<file path="src/rtl/txrt_pkg.sv">
package txrt_pkg;
  typedef enum logic [1:0] {
    MODE_RX_FWD_TX_BACK = 2'b00,
    MODE_TX_FWD         = 2'b01,
    MODE_RX_FWD_ONLY    = 2'b10,
    MODE_SLEEP          = 2'b11
  } txrt_mode_e;
endpackage

</file>
<file path="src/rtl/txrt_sync.sv">
module txrt_sync #(
  parameter int WIDTH  = 2,
  parameter int STAGES = 2
) (
  input  logic             clk_i,
  input  logic             rst_ni,
  input  logic [WIDTH-1:0] d_i,
  output logic [WIDTH-1:0] q_o
);
  logic [WIDTH-1:0] chain_q [STAGES];

  for (genvar s = 0; s < STAGES; s++) begin : g_stage
    logic [WIDTH-1:0] stage_d;
    if (s == 0) begin : g_first
      assign stage_d = d_i;
    end else begin : g_next
      assign stage_d = chain_q[s-1];
    end
    always_ff @(posedge clk_i or negedge rst_ni) begin
      if (!rst_ni) chain_q[s] <= '0;
      else         chain_q[s] <= stage_d;
    end
  end

  assign q_o = chain_q[STAGES-1];
endmodule

</file>
<file path="src/rtl/txrt_tick.sv">
module txrt_tick #(
  parameter int CLK_HZ = 3579545,
  parameter int BAUD   = 1200
) (
  input  logic clk_i,
  input  logic rst_ni,
  output logic tick_o
);
  localparam int AW     = $clog2(CLK_HZ + BAUD) + 1;
  localparam int GAP_LO = CLK_HZ / BAUD;
  localparam int GAP_HI = (CLK_HZ + BAUD - 1) / BAUD;
  localparam int GW     = $clog2(GAP_HI + 1) + 1;

  logic [AW-1:0] acc_q, acc_d, sum;
  logic          tick_d, tick_q;

  always_comb begin
    sum    = acc_q + AW'(BAUD);
    tick_d = (sum >= AW'(CLK_HZ));
    acc_d  = tick_d ? sum - AW'(CLK_HZ) : sum;
  end

  always_ff @(posedge clk_i or negedge rst_ni) begin
    if (!rst_ni) begin
      acc_q  <= '0;
      tick_q <= 1'b0;
    end else begin
      acc_q  <= acc_d;
      tick_q <= tick_d;
    end
  end

  assign tick_o = tick_q;

  logic [GW-1:0] gap_q;
  logic          seen_q;
  always_ff @(posedge clk_i or negedge rst_ni) begin
    if (!rst_ni) begin
      gap_q  <= '0;
      seen_q <= 1'b0;
    end else if (tick_q) begin
      gap_q  <= '0;
      seen_q <= 1'b1;
    end else if (gap_q < GW'(GAP_HI)) begin
      gap_q  <= gap_q + 1'b1;
    end
  end

  AST_TICK_GAP: assert property (@(posedge clk_i) disable iff (!rst_ni)
    (tick_q && seen_q) |-> (gap_q == GW'(GAP_LO - 1) || gap_q == GW'(GAP_HI - 1)));
endmodule

</file>
<file path="src/rtl/txrt_core.sv">
module txrt_core (
  input  logic clk_i,
  input  logic rst_ni,
  input  logic tx_mode_i,
  input  logic tick_i,
  input  logic strobe_i,
  input  logic data_i,
  output logic mod_bit_o,
  output logic ready_no
);
  logic strobe_q, hold_q, feed_q, sel_q, ready_nq;
  logic hold_d, feed_d, sel_d, ready_nd;
  logic strobe_rise;

  always_comb begin
    strobe_rise = strobe_i & ~strobe_q;
    hold_d      = strobe_rise ? data_i : hold_q;
    feed_d      = tick_i ? hold_q : feed_q;
    sel_d       = sel_q;
    ready_nd    = ready_nq;
    if (!tx_mode_i) begin
      sel_d    = 1'b0;
      ready_nd = 1'b1;
    end else begin
      if (tick_i) sel_d = ~strobe_i;
      if (tick_i && !strobe_i) ready_nd = 1'b0;
      else if (strobe_i)       ready_nd = 1'b1;
    end
  end

  always_ff @(posedge clk_i or negedge rst_ni) begin
    if (!rst_ni) begin
      strobe_q <= 1'b0;
      hold_q   <= 1'b0;
      feed_q   <= 1'b0;
      sel_q    <= 1'b0;
      ready_nq <= 1'b1;
    end else begin
      strobe_q <= strobe_i;
      hold_q   <= hold_d;
      feed_q   <= feed_d;
      sel_q    <= sel_d;
      ready_nq <= ready_nd;
    end
  end

  assign mod_bit_o = (tx_mode_i && sel_q) ? feed_q : data_i;
  assign ready_no  = ready_nq;

  AST_HOLD_NO_EDGE: assert property (@(posedge clk_i) disable iff (!rst_ni)
    !(strobe_i && !strobe_q) |=> $stable(hold_q));
  AST_READY_FALL_AT_TICK: assert property (@(posedge clk_i) disable iff (!rst_ni)
    $fell(ready_no) |-> $past(tick_i && tx_mode_i && !strobe_i));
  AST_READY_RISE_CAUSE: assert property (@(posedge clk_i) disable iff (!rst_ni)
    $rose(ready_no) |-> $past(strobe_i || !tx_mode_i));
  AST_READY_IDLE_OFF_MODE: assert property (@(posedge clk_i) disable iff (!rst_ni)
    !tx_mode_i |=> ready_no);
endmodule

</file>
<file path="src/rtl/tx_bit_retimer.sv">
module tx_bit_retimer #(
  parameter int CLK_HZ      = 3579545,
  parameter int BAUD        = 1200,
  parameter int SYNC_STAGES = 2
) (
  input  logic       clk_i,
  input  logic       rst_ni,
  input  logic [1:0] mode_i,
  input  logic       host_strobe_i,
  input  logic       host_data_i,
  output logic       mod_bit_o,
  output logic       bit_tick_o,
  output logic       ready_no
);
  import txrt_pkg::*;

  logic [1:0] rst_pipe_q;
  logic       rst_n_int;
  always_ff @(posedge clk_i or negedge rst_ni) begin
    if (!rst_ni) rst_pipe_q <= 2'b00;
    else         rst_pipe_q <= {rst_pipe_q[0], 1'b1};
  end
  assign rst_n_int = rst_pipe_q[1];

  logic [1:0] host_s;
  txrt_sync #(.WIDTH(2), .STAGES(SYNC_STAGES)) u_sync (
    .clk_i  (clk_i),
    .rst_ni (rst_n_int),
    .d_i    ({host_strobe_i, host_data_i}),
    .q_o    (host_s)
  );

  logic tick;
  txrt_tick #(.CLK_HZ(CLK_HZ), .BAUD(BAUD)) u_tick (
    .clk_i  (clk_i),
    .rst_ni (rst_n_int),
    .tick_o (tick)
  );

  logic tx_mode;
  assign tx_mode = (txrt_mode_e'(mode_i) == MODE_TX_FWD);

  txrt_core u_core (
    .clk_i     (clk_i),
    .rst_ni    (rst_n_int),
    .tx_mode_i (tx_mode),
    .tick_i    (tick),
    .strobe_i  (host_s[1]),
    .data_i    (host_s[0]),
    .mod_bit_o (mod_bit_o),
    .ready_no  (ready_no)
  );

  assign bit_tick_o = tick;

  AST_TICK_SINGLE: assert property (@(posedge clk_i) disable iff (!rst_n_int)
    bit_tick_o |=> !bit_tick_o);
endmodule

</file>
<file path="config.mk">
export PLATFORM = sky130hd
export DESIGN_NAME = tx_bit_retimer
export DESIGN_NICKNAME = d
export VERILOG_FILES = /design/src/rtl/txrt_pkg.sv /design/src/rtl/txrt_sync.sv /design/src/rtl/txrt_tick.sv /design/src/rtl/txrt_core.sv /design/src/rtl/tx_bit_retimer.sv
export SDC_FILE = /design/constraint.sdc
export NUM_CORES = 1
export LEC_CHECK = 0
export BUFFER_PORTS_ARGS = -buffer_cell sky130_fd_sc_hd__buf_2
export CORE_MARGIN = 2
export CORE_UTILIZATION = 39
export CTS_CLUSTER_SIZE = 12
export DETAILED_ROUTE_END_ITERATION = 8
export REMOVE_ABC_BUFFERS = 1
export SLEW_MARGIN = 20
export SYNTH_ARGS = -nofsm -noshare
export SYNTH_HDL_FRONTEND = slang
export SYNTH_SLANG_ARGS = --single-unit
export TNS_END_PERCENT = 10
</file>
<file path="constraint.sdc">
create_clock -name clk_i -period 1.5 [get_ports clk_i]
set_input_delay 0.15 -clock clk_i [delete_from_list [all_inputs] [get_ports clk_i]]
set_output_delay 0.15 -clock clk_i [all_outputs]
set_load 0.05 [all_outputs]
</file>
### Word-level counts from Yosys, hierarchy flattened

Cells that the tools add are included.

* flip-flop bits (word level): 35
* latch bits: 0
* RAM bits: 0
* memory bits (read-only): 0
* input bits: 6
* output and inout bits: 3
* word-level logic and storage cells: 29
* memories kept: 0

* add/sub/neg operators: 2
* multiply operators: 0
* divide/modulo/power cells: 0
* $lt $le $gt $ge: 1
* eq/ne operators: 3
* shifts and indexed selects: 0
* muxes and demuxes: 7
* bitwise gates (word level): 3
* reductions and logical operators: 3

Operator list (count)
* $add A23 B11 Y23 const B: 1
* $ge A23 B22 Y1 const B: 1
* $mux W23: 1
* $sub A23 B22 Y23 const B: 1
* $mux W1: 6
* $ne A3 B2 Y1 const B: 1
* $eq A2 B1 Y1 const B: 1
* $logic_and A1 B1 Y1: 2
* $ne A2 B1 Y1 const B: 1
* $not A1 Y1: 2
* $and A1 B1 Y1: 1
* $logic_not A1 Y1: 1

### Logic depth before layout (Yosys ltp)

* depth in word-level cells: 4
* depth in mapped cells: 12

### Hierarchy

From an unflattened synthesis, not the netlist that was laid out.

* cells, all modules: 224
* area total of the unflattened synthesis: 2204.6 um^2

Modules (own cells, without submodules)
* txrt_tick: instances 1, cells an instance 201, area each 1825.5 um^2, seq. area each 600.6 um^2
* txrt_core: instances 1, cells an instance 15, area each 211.5 um^2, seq. area each 126.4 um^2
* txrt_sync: instances 1, cells an instance 4, area each 100.1 um^2, seq. area each 100.1 um^2
* tx_bit_retimer: instances 1, cells an instance 4, area each 67.6 um^2, seq. area each 50.0 um^2

### Worst setup path before layout

No wires, ideal clock.

* path kind: register to register
* start point: register u_tick.acc_q[4]
* end point: register u_tick.acc_q[11]
* arrival: 2.880 ns
* setup slack: -1.504 ns
* stages on the path, launching flop included: 13
* clock period less this slack: 3.004 ns
* cells stage by stage: dfrtp_1 > inv_1 > ha_1 > nand2b_1 > a211oi_2 > xnor2_1 > nand2_1 > or4b_4 > a311oi_4 > buf_6 > nand2_4 > nor3b_2 > xnor2_1

* cells in the longest elaborated chain, start to end: 3
* elaborated cells on any way between the ends: 4
* classes of those cells: add/sub (2); order compare (1); mux (1)

Ends and longest elaborated chain
* from (decl): RTL line txrt_tick.sv:14 `logic [AW-1:0] acc_q, acc_d, sum;`
* from (signal assigned): RTL line txrt_tick.sv:25 `acc_q <= '0;`
* from (signal assigned): RTL line txrt_tick.sv:28 `acc_q <= acc_d;`
* $add A23 B11 Y23 *: RTL line txrt_tick.sv:18 `sum = acc_q + AW'(BAUD);`
* $sub A23 B22 Y23 / $ge A23 B22 Y1 (equally long branches): RTL line txrt_tick.sv:20, txrt_tick.sv:19
* $mux W23 *: RTL line txrt_tick.sv:20 `acc_d = tick_d ? sum - AW'(CLK_HZ) : sum;`
* via u_tick.acc_d[11]: RTL line txrt_tick.sv:14

Mark *: on every way through the listed nets, which the timed path passes. The rest lies on a longest branch.
A chain may end at the register's enable or synchronous reset.

### Worst setup path after layout

* start point: register u_tick.acc_q[5]
* end point: register u_tick.acc_q[11]

The elaborated chain is that of the path after synthesis.

==> impl.org <==
** Synth
- dfrtp_1 is the most common cell in the netlist.
- Cell type contributing the most total cell area after synthesis :: dfrtp_1
- Counting flops with an async set or reset pin after synthesis yields a share of 1.00.
- Area share of the leading cell type in the synthesized netlist :: 0.369
- Number of flip-flops and latches in the synthesized netlist :: 35
- By count the netlist is led by dfrtp_1 (34), xnor2_1 (22), o21ai_0 (18).
- After synthesis, the mean cell area works out to 9.38 µm².
- Post-synth EDFFs :: 0
- The mapped netlist covers 2310 µm².
- Largest cells by area after synthesis :: dfrtp_1 (37%), xnor2_1 (8.3%), xor2_1 (5.7%), o21ai_0 (3.9%), a21oi_1 (3.0%)
- The most used flip-flop cell after synthesis is dfrtp_1.
- Unique masters post-synth :: 62
- Synthesis produced a netlist whose cell count is 246.
- Count of synthesis-stage warnings from yosys :: 0
- For this run, the register share of the synthesized area comes to 0.380.

** Min path
- The worst hold path passes through 3 cells.
- Start point of the worst hold path :: mode_i[0]
- Worst hold path endpoint :: u_core.sel_q$_DFFE_PN0P_
- In this run the worst hold path is classified as input port to flip-flop.

** Flow run
- Max-cap violations in this run came to 0.

** Global route
- The first global-routing pass estimated 9.85 mm of wire.
- Global route overflow :: 0
- The number of antenna violations at the first check in global routing is 0.
- Entering global routing, the biggest net connects 20 pins.
- Global Route Usage Sum :: 0.193
- The via count of the first global-routing pass is 2120.

** Routing
- DR iter-0 viols :: 71
- Number of remaining DRC errors :: 0
- Vias after detailed routing :: 2167
- Using the TritonRoute via totals, the vias-per-cell ratio works out to 5.18.
- Routed len/inst :: 14.0 µm
- Length of the first detailed-routing pass in iterations :: 4
- In this run the remaining antenna-violating nets after routing total 0.
- Routed Wire Length :: 5.86 mm

** STA
- Setup violations remaining at the end of the flow were counted as 24.
- Number of max-slew violations in the final report :: 0
- Minimum clock period after layout :: 2.94 ns
- Portion of the clock cycle consumed by the worst path in the final layout :: 1.96
- Based on the critical path, the design can be clocked at up to 340 MHz.
- The total count of hold-check failures in the final report was 0.
- Setup repair after global routing missed its margin :: yes
- For the final database, setup skew stands at 0.00916 ns.
- Summed over all failing endpoints, the final setup total negative slack is -31.05 ns.
- Final setup slack of the worst path :: -1.44 ns

** Setup path
- Critical path, cell by cell :: inv_1 -> ha_4 -> nand2b_4 -> a211oi_4 -> xnor2_2 -> nand2_1 -> or4b_4 -> a311oi_4 -> buf_6 -> nand2_4 -> nor3b_2 -> xnor2_1
- R2R Setup Slk :: -1.44 ns
- Required time at the worst-slack endpoint :: 1.71 ns
- Launching element type of the critical path :: flip-flop
- For the worst flop-to-flop path, the logic depth is 12.
- Dominant delay contributor by cell family on the critical path :: simple AND/OR/NAND/NOR gates
- Counting both buffers and inverters, the worst setup path holds a total of 2.
- The worst setup path is captured at a flip-flop.
- On the worst path, the slowest cell contributes a delay of 0.55 ns.
- Worst path slowest cell :: or4b_4
- The startpoint identified for the worst register-to-register timing path is u_tick.acc_q[5]$_DFF_PN0_.
- The endpoint identified for the worst register-to-register timing path is u_tick.acc_q[11]$_DFF_PN0_.
- The setup path with the least slack is of type flip-flop to flip-flop.
- Data arrival time of the worst path :: 3.15 ns
- Maximum net fanout on the critical path :: 5

** Layout
- Final instance count without filler cells :: 418
- Summing all multi-input logic gate instances after layout gives 1460 µm².
- Synthesis-to-layout area growth :: 44.6%
- Final layout net count :: 352
- Of the cells placed in the final design, the portion with a size suffix greater than 1 is 0.411.
- The finished cells cover 3340 µm².
- Reg area :: 878 µm²
- Layout filler cell count :: 509
- The number of antenna diodes in the final layout is 0.

** Clocking
- TritonCTS built the clock tree.
- Root Driver :: clkbuf_8
- CTS saw 35 sinks.
- Buffer depth of the longest clock path :: 2
- Number of buffers added by the clock tree synthesis step :: 5
- At the later pin of the worst-skew pair, clock insertion delay measures 0.29 ns.
- In this run the number of H-tree levels came out at 2.
- Clock-pin slew reported for the worst setup and hold paths after clock tree synthesis :: 0.08 ns

** Pwr
- Share of total power in sequential cells :: 0.502
- Of the total power, the share spent switching nets is 0.227.
- Cell internal power dissipation :: 1.48 mW
- Gate power share :: 0.026
- PD cells :: 573 nW/µm²
- Leakage :: 1.46 nW
- Total net switching power :: 0.435 mW
- The share of total power dissipated in the clock network is 0.472.
- VDD sags by at most 390 µV.

** Floorplan
- Vertical extent of the die :: 80.9 µm
- In this run the standard cell core region covers 5820 µm².
- Die ar. :: 6550 µm²
- Die Span X :: 80.9 µm
- Initial Util :: 0.397
- Rows :: 28
- Pin placement for this block handled 9 I/O pins.

** Placed design
- Placed Instance Area :: 3000 µm²
- Count of buffers from port buffering :: 8
- Total half-perimeter wirelength after legalization and detailed placement :: 4.15 mm
- Routability congestion estimate :: 0.823
- In this run, placement finished with an instance count of 401.

** Run status
- The final reports fail on negative setup slack.
- The flow ran to the end, but the final reports show violations.
area by class of cell:
cell class / count / share of cell area
tap: 75 / 0.0281
multi-input combinational: 190 / 0.438
timing repair buffer: 100 / 0.225
sequential: 35 / 0.263
clock inverter: 3 / 0.0142
clock buffer: 5 / 0.0206
inverter: 10 / 0.0112
layout by cell type, fill, tap and decap left out, types with 5 or more instances in the layout:
cell,n
nand2_1,17
and3_1,7
nand2b_1,7
buf_4,86
inv_1,9
a21oi_1,13
dfrtp_1,33
xnor2_1,19
xor2_1,15
clkbuf_8,5
nor2_1,14
nand3_1,8
o21ai_0,14
buf_2,8
worst register-to-register path, cell delays in order (launching register included):
cell	delay, ns
dfrtp_1	0.35
inv_1	0.07
ha_4	0.18
nand2b_4	0.16
a211oi_4	0.29
xnor2_2	0.16
nand2_1	0.10
or4b_4	0.55
a311oi_4	0.43
buf_6	0.18
nand2_4	0.06
nor3b_2	0.18
xnor2_1	0.14
worst max-delay path by stage:
stage	slack [ns]	endpoint	cells after the start	startpoint
finish	-1.44	u_tick.acc_q[11]$_DFF_PN0_	12	u_tick.acc_q[5]$_DFF_PN0_
global route	-1.55	u_tick.acc_q[11]$_DFF_PN0_	12	u_tick.acc_q[4]$_DFF_PN0_
CTS	-1.42	u_tick.acc_q[7]$_DFF_PN0_	12	u_tick.acc_q[5]$_DFF_PN0_
detailed placement	-1.46	u_tick.acc_q[11]$_DFF_PN0_	12	u_tick.acc_q[4]$_DFF_PN0_
global placement	-1.36	u_tick.acc_q[7]$_DFF_PN0_	12	u_tick.acc_q[4]$_DFF_PN0_
floorplan	-1.83	u_tick.acc_q[12]$_DFF_PN0_	11	u_tick.acc_q[4]$_DFF_PN0_
kinds of logic (layout without fill, tap and decap cells):
family | Yosys count | count (layout) | share of synthesized area
adder cells (fa/ha/maj) | 4 | 4 | 0.0217
other | 1 | 1 | 0.00162
XOR/XNOR | 37 | 37 | 0.140
flip-flops | 35 | 35 | 0.380
AND/OR/NAND/NOR | 82 | 82 | 0.196
AO/OA/AOI/OAI | 63 | 63 | 0.203
multiplexers | 3 | 3 | 0.0141
buffers and inverters | 21 | 118 | 0.0434
through the flow:
stage	util	hold slack (ns)	power (mW)	worst slack [ns]
2_1_floorplan	-	-0.146	1.00	-1.83
3_3_place_gp	0.516	-0.0618	1.02	-1.36
3_5_place_dp	0.516	-0.0605	1.03	-1.46
4_1_cts	0.556	0.144	1.93	-1.42
5_1_grt	0.574	0.165	1.97	-1.55
6_report	0.574	0.144	1.91	-1.44
power by group through the flow:
| stage | Combinational, mW | Clock [mW] | Sequential (mW) |
|---|---|---|---|
| 6_report | 0.0499 | 0.902 | 0.961 |
| 5_1_grt | 0.0578 | 0.950 | 0.962 |
| 4_1_cts | 0.0520 | 0.919 | 0.961 |
| 3_5_place_dp | 0.0459 | 0 | 0.980 |
| 3_3_place_gp | 0.0437 | 0 | 0.979 |
| 2_1_floorplan | 0.0127 | 0 | 0.990 |
what timing repair did:
action	4_1_cts	5_1_grt
pin swaps	8	7
gates resized for setup	15	17
setup endpoints to repair	24	24
buffers inserted	3	4
hold endpoints to repair	4	0
hold buffers	3	0
sequential cells by signal (all words and copies together) (netlist names):
name / count
rst_pipe_q: 2
u_core.feed_q: 1
u_core.hold_q: 1
u_core.ready_no: 1
u_core.sel_q: 1
u_core.strobe_q: 1
u_sync.g_stage.stage_d: 2
u_sync.q_o: 2
u_tick.acc_q: 23
u_tick.tick_o: 1
layer usage:
metal  routed length (µm)  GRT usage
met2                 2760      0.305
met3                  175     0.0256
met5                    0          0
met1                 2850      0.267
met4                   80     0.0729
Power figures use the tool's default switching activity.
